--- src/rtl/uartSyncTxPkg.sv ---
package uartSyncTxPkg;

  typedef enum logic [1:0] {
    ST_IDLE,
    ST_START,
    ST_DATA,
    ST_STOP
  } txStateT;

  typedef enum logic [1:0] {
    FR_DATA,
    FR_BREAK,
    FR_IDLE
  } frameKindT;

  // strobes from the sequencer to the datapath
  typedef struct packed {
    logic loadData;
    logic loadBreak;
    logic loadIdle;
    logic shiftBit;
    logic clkActive;
  } txStrobeT;

endpackage

--- src/rtl/uartSyncTxCtrl.sv ---
module uartSyncTxCtrl
  import uartSyncTxPkg::*;
#(
  parameter int DATA_W          = 9,
  parameter int EN_DELAY_HALVES = 2
) (
  input  logic     clk,
  input  logic     rstN,
  input  logic     halfTick,
  input  logic     txEn,
  input  logic     longWord,
  input  logic [1:0] stopSel,
  input  logic     breakSet,
  input  logic     clkEn,
  input  logic     clkPha,
  input  logic     lastPulse,
  input  logic     dataEmpty,
  output txStrobeT strobe,
  output logic     breakBusy,
  output logic     txDone
);

  localparam int IDX_W  = $clog2(DATA_W);
  localparam int STOP_W = 3;
  localparam int DLY_W  = $clog2(EN_DELAY_HALVES + 1);
  localparam logic [IDX_W-1:0] LAST_LONG  = IDX_W'(DATA_W - 1);
  localparam logic [IDX_W-1:0] LAST_SHORT = IDX_W'(DATA_W - 2);

  txStateT              state;
  frameKindT            kind;
  frameKindT            nextKind;
  logic                 halfPh;
  logic [IDX_W-1:0]     bitIdx;
  logic [IDX_W-1:0]     lastIdx;
  logic [STOP_W-1:0]    stopLeft;
  logic [STOP_W-1:0]    frameStop;
  logic                 frameLong;
  logic                 breakPend;
  logic                 preamblePend;
  logic                 txEnPrev;
  logic [DLY_W-1:0]     enDelay;
  logic                 enRise;
  logic                 canStart;
  logic                 startNow;
  logic                 stopEnd;
  logic                 dataEnd;
  logic                 nothingPending;

  // stop length in half ticks, minus one
  function automatic logic [STOP_W-1:0] stopLastHalf(input logic [1:0] sel);
    case (sel)
      2'b10:   return STOP_W'(3);
      2'b11:   return STOP_W'(2);
      default: return STOP_W'(1);
    endcase
  endfunction

  always_comb begin
    enRise         = txEn & ~txEnPrev;
    nothingPending = dataEmpty & ~breakPend & ~preamblePend;
    canStart       = txEn & txEnPrev & (enDelay == '0) & ~nothingPending;
    nextKind       = preamblePend ? FR_IDLE : (breakPend ? FR_BREAK : FR_DATA);
    lastIdx        = frameLong ? LAST_LONG : LAST_SHORT;
    stopEnd        = halfTick & (state == ST_STOP) & (stopLeft == '0);
    startNow       = halfTick & canStart & ((state == ST_IDLE) | stopEnd);
    dataEnd        = halfTick & (state == ST_DATA) & halfPh & (bitIdx == lastIdx);

    strobe.loadData  = startNow & (nextKind == FR_DATA);
    strobe.loadBreak = startNow & (nextKind == FR_BREAK);
    strobe.loadIdle  = startNow & (nextKind == FR_IDLE);
    strobe.shiftBit  = halfTick & halfPh & ((state == ST_START) | (state == ST_DATA));
    strobe.clkActive = (state == ST_DATA) & (kind == FR_DATA) & clkEn
                     & (halfPh ^ clkPha) & ((bitIdx != lastIdx) | lastPulse);
  end

  always_ff @(posedge clk or negedge rstN) begin
    if (!rstN) begin
      state        <= ST_IDLE;
      kind         <= FR_DATA;
      halfPh       <= 1'b0;
      bitIdx       <= '0;
      stopLeft     <= '0;
      frameStop    <= '0;
      frameLong    <= 1'b0;
      breakPend    <= 1'b0;
      preamblePend <= 1'b0;
      txEnPrev     <= 1'b0;
      enDelay      <= '0;
      txDone       <= 1'b1;
    end else begin
      txEnPrev <= txEn;

      if (enRise)
        enDelay <= DLY_W'(EN_DELAY_HALVES);
      else if (halfTick && enDelay != '0)
        enDelay <= enDelay - DLY_W'(1);

      if (enRise && state != ST_IDLE)
        preamblePend <= 1'b1;
      else if (strobe.loadIdle)
        preamblePend <= 1'b0;

      if (breakSet)
        breakPend <= 1'b1;
      else if (dataEnd && kind == FR_BREAK)
        breakPend <= 1'b0;

      if (startNow)
        txDone <= 1'b0;
      else if (stopEnd && nothingPending)
        txDone <= 1'b1;

      if (startNow) begin
        state     <= ST_START;
        halfPh    <= 1'b0;
        kind      <= nextKind;
        frameLong <= longWord;
        frameStop <= (nextKind == FR_DATA) ? stopLastHalf(stopSel) : STOP_W'(1);
      end else if (halfTick) begin
        case (state)
          ST_START: begin
            if (!halfPh) begin
              halfPh <= 1'b1;
            end else begin
              state  <= ST_DATA;
              halfPh <= 1'b0;
              bitIdx <= '0;
            end
          end
          ST_DATA: begin
            if (!halfPh) begin
              halfPh <= 1'b1;
            end else if (bitIdx == lastIdx) begin
              state    <= ST_STOP;
              halfPh   <= 1'b0;
              stopLeft <= frameStop;
            end else begin
              bitIdx <= bitIdx + IDX_W'(1);
              halfPh <= 1'b0;
            end
          end
          ST_STOP: begin
            if (stopLeft != '0)
              stopLeft <= stopLeft - STOP_W'(1);
            else
              state <= ST_IDLE;
          end
          default: state <= ST_IDLE;
        endcase
      end
    end
  end

  assign breakBusy = breakPend;

endmodule

--- src/rtl/uartSyncTxDatapath.sv ---
module uartSyncTxDatapath
  import uartSyncTxPkg::*;
#(
  parameter int DATA_W = 9
) (
  input  logic              clk,
  input  logic              rstN,
  input  txStrobeT          strobe,
  input  logic [DATA_W-1:0] wrData,
  input  logic              wrStrobe,
  input  logic              longWord,
  input  logic              parityEn,
  input  logic              parityOdd,
  input  logic              clkPol,
  output logic              txLine,
  output logic              sclkOut,
  output logic              dataEmpty
);

  localparam int MSB_LONG  = DATA_W - 1;
  localparam int MSB_SHORT = DATA_W - 2;
  localparam logic [DATA_W-1:0] LONG_MASK  = {1'b0, {(DATA_W - 1){1'b1}}};
  localparam logic [DATA_W-1:0] SHORT_MASK = {2'b00, {(DATA_W - 2){1'b1}}};
  localparam logic [DATA_W-1:0] SHORT_BREAK = {1'b1, {(DATA_W - 1){1'b0}}};

  logic [DATA_W-1:0] holding;
  logic [DATA_W-1:0] shiftReg;
  logic [DATA_W-1:0] framed;
  logic [DATA_W-1:0] breakVec;
  logic              parityBit;

  always_comb begin
    framed    = holding;
    parityBit = (^(holding & (longWord ? LONG_MASK : SHORT_MASK))) ^ parityOdd;
    // unused top slot in short mode is shifted out as the first stop half
    if (!longWord) framed[MSB_LONG] = 1'b1;
    if (parityEn) begin
      if (longWord) framed[MSB_LONG]  = parityBit;
      else          framed[MSB_SHORT] = parityBit;
    end
    breakVec = longWord ? '0 : SHORT_BREAK;
  end

  always_ff @(posedge clk or negedge rstN) begin
    if (!rstN) begin
      holding   <= '0;
      dataEmpty <= 1'b1;
      shiftReg  <= '1;
      txLine    <= 1'b1;
    end else begin
      if (wrStrobe) begin
        holding   <= wrData;
        dataEmpty <= 1'b0;
      end else if (strobe.loadData) begin
        dataEmpty <= 1'b1;
      end

      if (strobe.loadData) begin
        shiftReg <= framed;
        txLine   <= 1'b0;
      end else if (strobe.loadBreak) begin
        shiftReg <= breakVec;
        txLine   <= 1'b0;
      end else if (strobe.loadIdle) begin
        shiftReg <= '1;
        txLine   <= 1'b1;
      end else if (strobe.shiftBit) begin
        shiftReg <= {1'b1, shiftReg[DATA_W-1:1]};
        txLine   <= shiftReg[0];
      end
    end
  end

  assign sclkOut = clkPol ^ strobe.clkActive;

endmodule

--- src/rtl/uartSyncTx.sv ---
module uartSyncTx
  import uartSyncTxPkg::*;
#(
  parameter int DATA_W          = 9,
  parameter int EN_DELAY_HALVES = 2
) (
  input  logic              clk,
  input  logic              rstN,
  input  logic              halfTick,
  input  logic              txEn,
  input  logic [DATA_W-1:0] wrData,
  input  logic              wrStrobe,
  input  logic              longWord,
  input  logic              parityEn,
  input  logic              parityOdd,
  input  logic [1:0]        stopSel,
  input  logic              breakSet,
  input  logic              clkEn,
  input  logic              clkPol,
  input  logic              clkPha,
  input  logic              lastPulse,
  output logic              txLine,
  output logic              sclkOut,
  output logic              dataEmpty,
  output logic              txDone,
  output logic              breakBusy
);

  txStrobeT strobe;

  uartSyncTxCtrl #(
    .DATA_W          (DATA_W),
    .EN_DELAY_HALVES (EN_DELAY_HALVES)
  ) ctrl (
    .clk       (clk),
    .rstN      (rstN),
    .halfTick  (halfTick),
    .txEn      (txEn),
    .longWord  (longWord),
    .stopSel   (stopSel),
    .breakSet  (breakSet),
    .clkEn     (clkEn),
    .clkPha    (clkPha),
    .lastPulse (lastPulse),
    .dataEmpty (dataEmpty),
    .strobe    (strobe),
    .breakBusy (breakBusy),
    .txDone    (txDone)
  );

  uartSyncTxDatapath #(
    .DATA_W (DATA_W)
  ) dpath (
    .clk       (clk),
    .rstN      (rstN),
    .strobe    (strobe),
    .wrData    (wrData),
    .wrStrobe  (wrStrobe),
    .longWord  (longWord),
    .parityEn  (parityEn),
    .parityOdd (parityOdd),
    .clkPol    (clkPol),
    .txLine    (txLine),
    .sclkOut   (sclkOut),
    .dataEmpty (dataEmpty)
  );

endmodule

--- config.mk ---
export PLATFORM = sky130hd
export DESIGN_NAME = uartSyncTx
export DESIGN_NICKNAME = d
export VERILOG_FILES = /design/src/rtl/uartSyncTxPkg.sv /design/src/rtl/uartSyncTxCtrl.sv /design/src/rtl/uartSyncTxDatapath.sv /design/src/rtl/uartSyncTx.sv
export SDC_FILE = /design/constraint.sdc
export NUM_CORES = 1
export LEC_CHECK = 0
export ABC_AREA = 1
export BUFFER_PORTS_ARGS = -buffer_cell sky130_fd_sc_hd__buf_2
export CORE_UTILIZATION = 57
export DETAILED_ROUTE_END_ITERATION = 6
export GPL_ROUTABILITY_DRIVEN = 0
export PLACE_DENSITY = 0.78
export SYNTH_ARGS = -nofsm -noshare
export SYNTH_HDL_FRONTEND = slang
export SYNTH_SLANG_ARGS = --single-unit
--- constraint.sdc ---
create_clock -name clk -period 2.05 [get_ports clk]
set_clock_uncertainty 0.1 [all_clocks]
set_input_delay 0.205 -clock clk [delete_from_list [all_inputs] [get_ports clk]]
set_output_delay 0.205 -clock clk [all_outputs]
set_load 0.01 [all_outputs]
---- Yosys cells after proc, flatten, opt, wreduce, memory -nomap -nowiden ----
Index checks and enable logic that the tools add are counted.
storage, ports and cells
  flip-flop bits (word level) ............. 42
  output and inout port bits .............. 5
cells by class
  add/subtract/negate cells ............... 3
  equal/unequal tests ..................... 19
  muxes and demuxes ....................... 48
  bitwise gates (word level) .............. 34
  reduce and logical (&&, ||, !) cells .... 28
operator list
  cell                                                 count
  two-way mux 9 bit                                    5
  bitwise AND 1 bit                                    22
  two-way mux 2 bit                                    11
  nonzero test 2 bit                                   11
  two-way mux 1 bit                                    20
  two-way mux 4 bit                                    4
  AND reduction 6 bit                                  2
  equality test 2 bit, second input constant           5
  bitwise AND 9 bit                                    1
  two-way mux 3 bit                                    3
  parity 9 bit                                         1
  logical NOT 2 bit                                    4
  two-way mux 8 bit                                    1
  one-hot mux 4 bit (2 select lines)                   1
  equality test 2 x 1 -> 1 bit, second input constant  3
  != test 2 bit, second input constant                 3
  != test 3 x 1 -> 1 bit, second input constant        2
  != test 3 x 2 -> 1 bit, second input constant        2
  one-hot mux 2 bit (3 select lines)                   1
  one-hot mux 3 bit (2 select lines)                   1
  NOT 1 bit                                            5
  AND reduction 5 bit                                  1
  adder 4 x 1 -> 4 bit, second input constant          1
  equality test 4 bit                                  1
  13 further kinds                                     21

---- Logic depth before layout (Yosys ltp) ----
  word-level depth ........................ 11
  mapped depth ............................ 12
  mapped depth without buffers ............ 12

---- By module ----
From an unflattened synthesis, not the netlist that was laid out.
unflattened totals
  cell total of the unflattened synthesis .. 294
  area total of the unflattened synthesis .. 2,351.0 um^2
by module, submodules not included
  module              instances  cells an instance  area an instance (um^2)  seq. area each (um^2)
  uartSyncTxCtrl      1          164                1,287.5                  526.8
  uartSyncTxDatapath  1          130                1,063.5                  514.2

---- Worst setup path after synthesis ----
No wires, ideal clock.
  path type ............................... register to register
  start ................................... register ctrl.stopLeft[0]
  end ..................................... register dpath.shiftReg[5]
  setup time .............................. 0.077 ns
  data arrival time ....................... 1.524 ns
  data required time ...................... 1.873 ns
  path slack .............................. 0.348 ns
  stages on the path, launching flop included .. 11
  buffers on the path ..................... 2
  cells stage by stage .................... dfrtp_1 -> inv_1 -> ha_1 -> ha_1 -> nand3_1 -> nand2_1 -> nand3_2 -> buf_6 -> buf_2 -> nand2_1 -> a31oi_1
on the way
  word-level cells in the longest chain between the ends .. 8
RTL lines
  element                 RTL line                  text
  start, declared         uartSyncTxCtrl.sv:35      logic [STOP_W-1:0] stopLeft;
  start signal, assigned  uartSyncTxCtrl.sv:136     stopLeft <= frameStop;
  start signal, assigned  uartSyncTxCtrl.sv:144     stopLeft <= stopLeft - STOP_W'(1);
  logical NOT 3 bit (*)   uartSyncTxCtrl.sv:64      stopEnd = halfTick & (state == ST_STOP) & (stopLeft == '0);
  bitwise AND 1 bit (*)   uartSyncTxCtrl.sv:64
  OR 1 bit (*)            uartSyncTxCtrl.sv:65      startNow = halfTick & canStart & ((state == ST_IDLE) | stopEnd);
  bitwise AND 1 bit (*)   uartSyncTxCtrl.sv:65
  bitwise AND 1 bit       uartSyncTxCtrl.sv:70      strobe.loadIdle = startNow & (nextKind == FR_IDLE);
  two-way mux 9 bit       uartSyncTxDatapath.sv:64  end else if (strobe.loadIdle) begin
  two-way mux 9 bit       uartSyncTxDatapath.sv:61  end else if (strobe.loadBreak) begin
  two-way mux 9 bit       uartSyncTxDatapath.sv:58  if (strobe.loadData) begin
  end signal, assigned    uartSyncTxDatapath.sv:59  shiftReg <= framed;
  end signal, assigned    uartSyncTxDatapath.sv:62  shiftReg <= breakVec;
  end signal, assigned    uartSyncTxDatapath.sv:68  shiftReg <= {1'b1, shiftReg[DATA_W-1:1]};
  end, declared           uartSyncTxDatapath.sv:27  logic [DATA_W-1:0] shiftReg;
Every way passes the cells marked *; elsewhere a longest branch is shown, timed or not.
A chain may end at the register's enable or synchronous reset.

---- Worst setup path after layout ----
  start ................................... register ctrl.bitIdx[1]
  end ..................................... output port sclkOut
on the way
  word-level cells in the longest chain between the ends .. 4
RTL lines
  element                 RTL line                  text
  start, declared         uartSyncTxCtrl.sv:33      logic [IDX_W-1:0] bitIdx;
  start signal, assigned  uartSyncTxCtrl.sv:138     bitIdx <= bitIdx + IDX_W'(1);
  != test 4 bit           uartSyncTxCtrl.sv:73      & (halfPh ^ clkPha) & ((bitIdx != lastIdx) | lastPulse);
  OR 1 bit                uartSyncTxCtrl.sv:73
  bitwise AND 1 bit       uartSyncTxCtrl.sv:73
  bitwise XOR 1 bit       uartSyncTxDatapath.sv:74  assign sclkOut = clkPol ^ strobe.clkActive;
  end, declared           uartSyncTx.sv:23          output logic sclkOut,
No other way between the ends.

==> impl_metrics.env <==
export IMPL_total_power_uw=2701
export IMPL_hold_viol_final=0
export IMPL_switching_share_pct=34.82
export IMPL_layout_common_cells="nand2_1 (74), inv_1 (39), dfrtp_1 (28), buf_2 (28)"
export IMPL_clkPwrFrac_pct=21.3
export IMPL_multiInputGateArea_um2=1037
export IMPL_cts_buffers=5
export IMPL_drc=0
export IMPL_fin_nets=353
export IMPL_first_pass_iters=4
export IMPL_cap_violations=0
export IMPL_clk_latency_ns=0.29
export IMPL_antennaDiodeCount=0
export IMPL_r2r_slack_ns=0.16
export IMPL_pwr_density_cell_nw_per_um2=1025
export IMPL_cp_slowest_stage_delay_ns=0.42
export IMPL_critPathSlowestCell="dfrtp_1"
export IMPL_cp_top_family="compound AO/OA/AOI/OAI gates"
export IMPL_peakVddDrop_uv=591.1
export IMPL_tns_ns=0
export IMPL_tightest_slew_ns=0.5095
export IMPL_worst_setup_path_end_kind="output pin"
export IMPL_start_util_pct=60.00
export IMPL_die_area_um2=4166
export IMPL_intPower_uw=1761
export IMPL_hold_path_depth=2
export IMPL_grt_usage_pct=24.40
export IMPL_worst_slack_ns=0.08922
export IMPL_required_ns=1.75
export IMPL_syn_cell_area_um2=2230
export IMPL_drive_gt1_share_pct=25.47
export IMPL_rows=22
export IMPL_clockBufferDepth=2
export IMPL_htreeDepth=2
export IMPL_run_status="complete, no violations"
export IMPL_ant_nets=0
export IMPL_io_pins=29
export IMPL_hold_ws_ns=0.01805
export IMPL_fmax_mhz=510.0
export IMPL_syn_to_final_growth_pct=18.18
export IMPL_hold_path_startpoint="breakSet"
export IMPL_io_buffers=28
export IMPL_yosysSeqAreaShare_pct=46.69
export IMPL_final_common_cell="nand2_1"
export IMPL_grt_overflow_total=0
export IMPL_start_kind="flop"
export IMPL_grt_pass1_vias=1833
export IMPL_chipHeight_um=64.55
export IMPL_vias=1939
export IMPL_finalWirelength_um=4541
export IMPL_arrival_ns=1.66
export IMPL_holdCritPathClass="in -> reg"
export IMPL_critPathBufInv=2
export IMPL_pre_cts_slack_ns=0.04041
export IMPL_fin_util_pct=70.91
export IMPL_grt_pass1_wl_um=7810
export IMPL_ys_warn_count=0
export IMPL_netlist_instances=282
export IMPL_synth_seq_cells=41
export IMPL_drv_slew=0
export IMPL_cts_sink_count=41
export IMPL_leakage_uw=0.001312
export IMPL_setup_viol=0
export IMPL_wl_per_cell_um=12.27
export IMPL_slew_limit_headroom_pct=66.04
export IMPL_avgSynthCellArea_um2=7.907
export IMPL_register_area_um2=1042
export IMPL_grt_setup_unrepaired="true"
export IMPL_antenna_found_initial=0
export IMPL_cts_tree="done"
export IMPL_root_buffer="clkbuf_8"
export IMPL_seq_power_share_pct=46.9
export IMPL_worst_path_max_fanout=3
export IMPL_avgViaCountPerCell=5.241
export IMPL_hold_end="ctrl.breakBusy"
export IMPL_reg2reg_depth=11
export IMPL_crit_type="reg -> out"
export IMPL_dpl_hpwl_um=3150
export IMPL_switchingPower_uw=940.5
export IMPL_post_route_period_util_pct=95.65
export IMPL_worstPathCellList="nand3_4 -> o31ai_4 -> inv_2 -> o21ai_2 -> xnor2_1 -> buf_2"
export IMPL_worstReg2RegEnd="dpath.shiftReg[0]"
export IMPL_clk_pin_slew_worst_paths_ns=0.08
export IMPL_synth_cell_type_count=30
export IMPL_r2r_start="ctrl.stopLeft[0]"
export IMPL_layout_min_cycle_time_ns=1.961
export IMPL_die_x_um=64.55
export IMPL_syn_nets=314
export IMPL_core_area_um2=3716
export IMPL_fillers=306
export IMPL_p_comb_share_pct=31.8
export IMPL_grt_start_max_net_pins=42
export IMPL_drt_iter0_markers=80
## layout make-up
class	count	area share [%]
inverter	45	6.600
sequential	41	39.55
timing repair buffer	38	8.357
multi-input combinational	190	39.36
clock inverter	1	0.1899
clock buffer	7	3.656
tap	48	2.279
## state kept, by name, summed over array words and instances (netlist names)
| name | flops |
|---|---|
| ctrl.bitIdx | 4 |
| ctrl.breakBusy | 1 |
| ctrl.enDelay | 2 |
| ctrl.frameLong | 1 |
| ctrl.frameStop | 2 |
| ctrl.halfPh | 1 |
| ctrl.kind | 2 |
| ctrl.preamblePend | 1 |
| ctrl.state | 2 |
| ctrl.stopLeft | 3 |
| ctrl.txDone | 1 |
| ctrl.txEnPrev | 1 |
| dpath.dataEmpty | 1 |
| dpath.holding | 9 |
| dpath.shiftReg | 9 |
| dpath.txLine | 1 |
## timing repair
action	4_1_cts	5_1_grt
endpoints found under the setup margin	2	16
pin swaps	0	1
setup buffers	0	6
gates resized for setup	3	15
hold endpoints to repair	30	0
hold buffers	2	0
## logic make-up (layout without fill, tap and decap cells)
| kind of cell | Yosys count | in the layout | synth area share [%] |
|---|---|---|---|
| AND/OR/NAND/NOR | 126 | 126 | 23.51 |
| buffers and inverters | 51 | 91 | 9.540 |
| AO/OA/AOI/OAI | 50 | 50 | 13.19 |
| flip-flops | 41 | 41 | 46.69 |
| adder cells (fa/ha/maj) | 8 | 8 | 4.490 |
| XOR/XNOR | 4 | 4 | 1.572 |
| multiplexers | 2 | 2 | 1.010 |
## worst max path at each step
stage                     start                 to  cells after the start
2_1_floorplan  ctrl.stopLeft[0]  dpath.shiftReg[5]                     10
3_3_place_gp   ctrl.stopLeft[0]     ctrl.bitIdx[1]                     12
3_5_place_dp   ctrl.stopLeft[0]  dpath.shiftReg[0]                     11
4_1_cts          ctrl.bitIdx[0]            sclkOut                      6
5_1_grt          ctrl.bitIdx[1]            sclkOut                      6
6_report         ctrl.bitIdx[1]            sclkOut                      6
## layer usage
metal | up-vias | part of all wire, % | global-route usage, %
li1 | 977 | - | -
met1 | 916 | 47 | 32.06
met2 | 39 | 48 | 39.87
met3 | 7 | 3.5 | 5.634
met4 | 0 | 1.3 | 7.778
met5 | - | 0 | 0
## synthesized netlist by cell type
| master | n | area share, % |
|---|---|---|
| xnor2_1 | 3 | 1.2 |
| dfrtp_1 | 29 | 33 |
| o21a_1 | 1 | 0.34 |
| inv_1 | 41 | 6.9 |
| nand2_1 | 76 | 13 |
| ha_1 | 8 | 4.5 |
| o21ai_4 | 1 | 0.73 |
| o31ai_2 | 1 | 0.56 |
| a22o_1 | 1 | 0.39 |
| nor3_1 | 1 | 0.22 |
| mux2_2 | 2 | 1.0 |
| buf_8 | 1 | 0.67 |
| dfstp_2 | 12 | 14 |
| nand2_2 | 1 | 0.28 |
| nor2_1 | 24 | 4.0 |
| nor2_2 | 2 | 0.56 |
| a211oi_1 | 1 | 0.34 |
| buf_6 | 1 | 0.51 |
| nand3_1 | 16 | 3.6 |
| xor2_1 | 1 | 0.39 |
| o21ai_0 | 24 | 5.4 |
| nand3_2 | 2 | 0.90 |
| nand4_1 | 2 | 0.56 |
| buf_2 | 2 | 0.45 |
| clkbuf_1 | 2 | 0.34 |
| o21bai_1 | 2 | 0.67 |
| or2_2 | 2 | 0.56 |
| a21oi_1 | 10 | 2.2 |
| inv_2 | 4 | 0.67 |
| a31oi_1 | 9 | 2.5 |
## worst register-to-register path: cells and delay by family, from the launching register on
kind,cells,cell delay (ns)
buffers and inverters,3,0.30
AOI/OAI and AO/OA,1,0.17
and+or+nand+nor,5,0.52
adders and majority gates,2,0.35
DFF,1,0.40
## through the flow
stage | cell area, um^2 | std cells
floorplan | 2230 | 282
global placement | 2401 | 354
detailed placement | 2401 | 354
CTS | 2541 | 364
global route | 2635 | 370
finish | 2635 | 370
## power groups by stage
stage	Sequential [uW]	Combinational, uW	Clock, uW
finish	1270	860	574
detailed placement	1260	767	0
global route	1300	998	616
CTS	1250	789	585
floorplan	1230	601	0
global placement	1250	744	0
No activity file was read; power rests on OpenSTA's default activity.
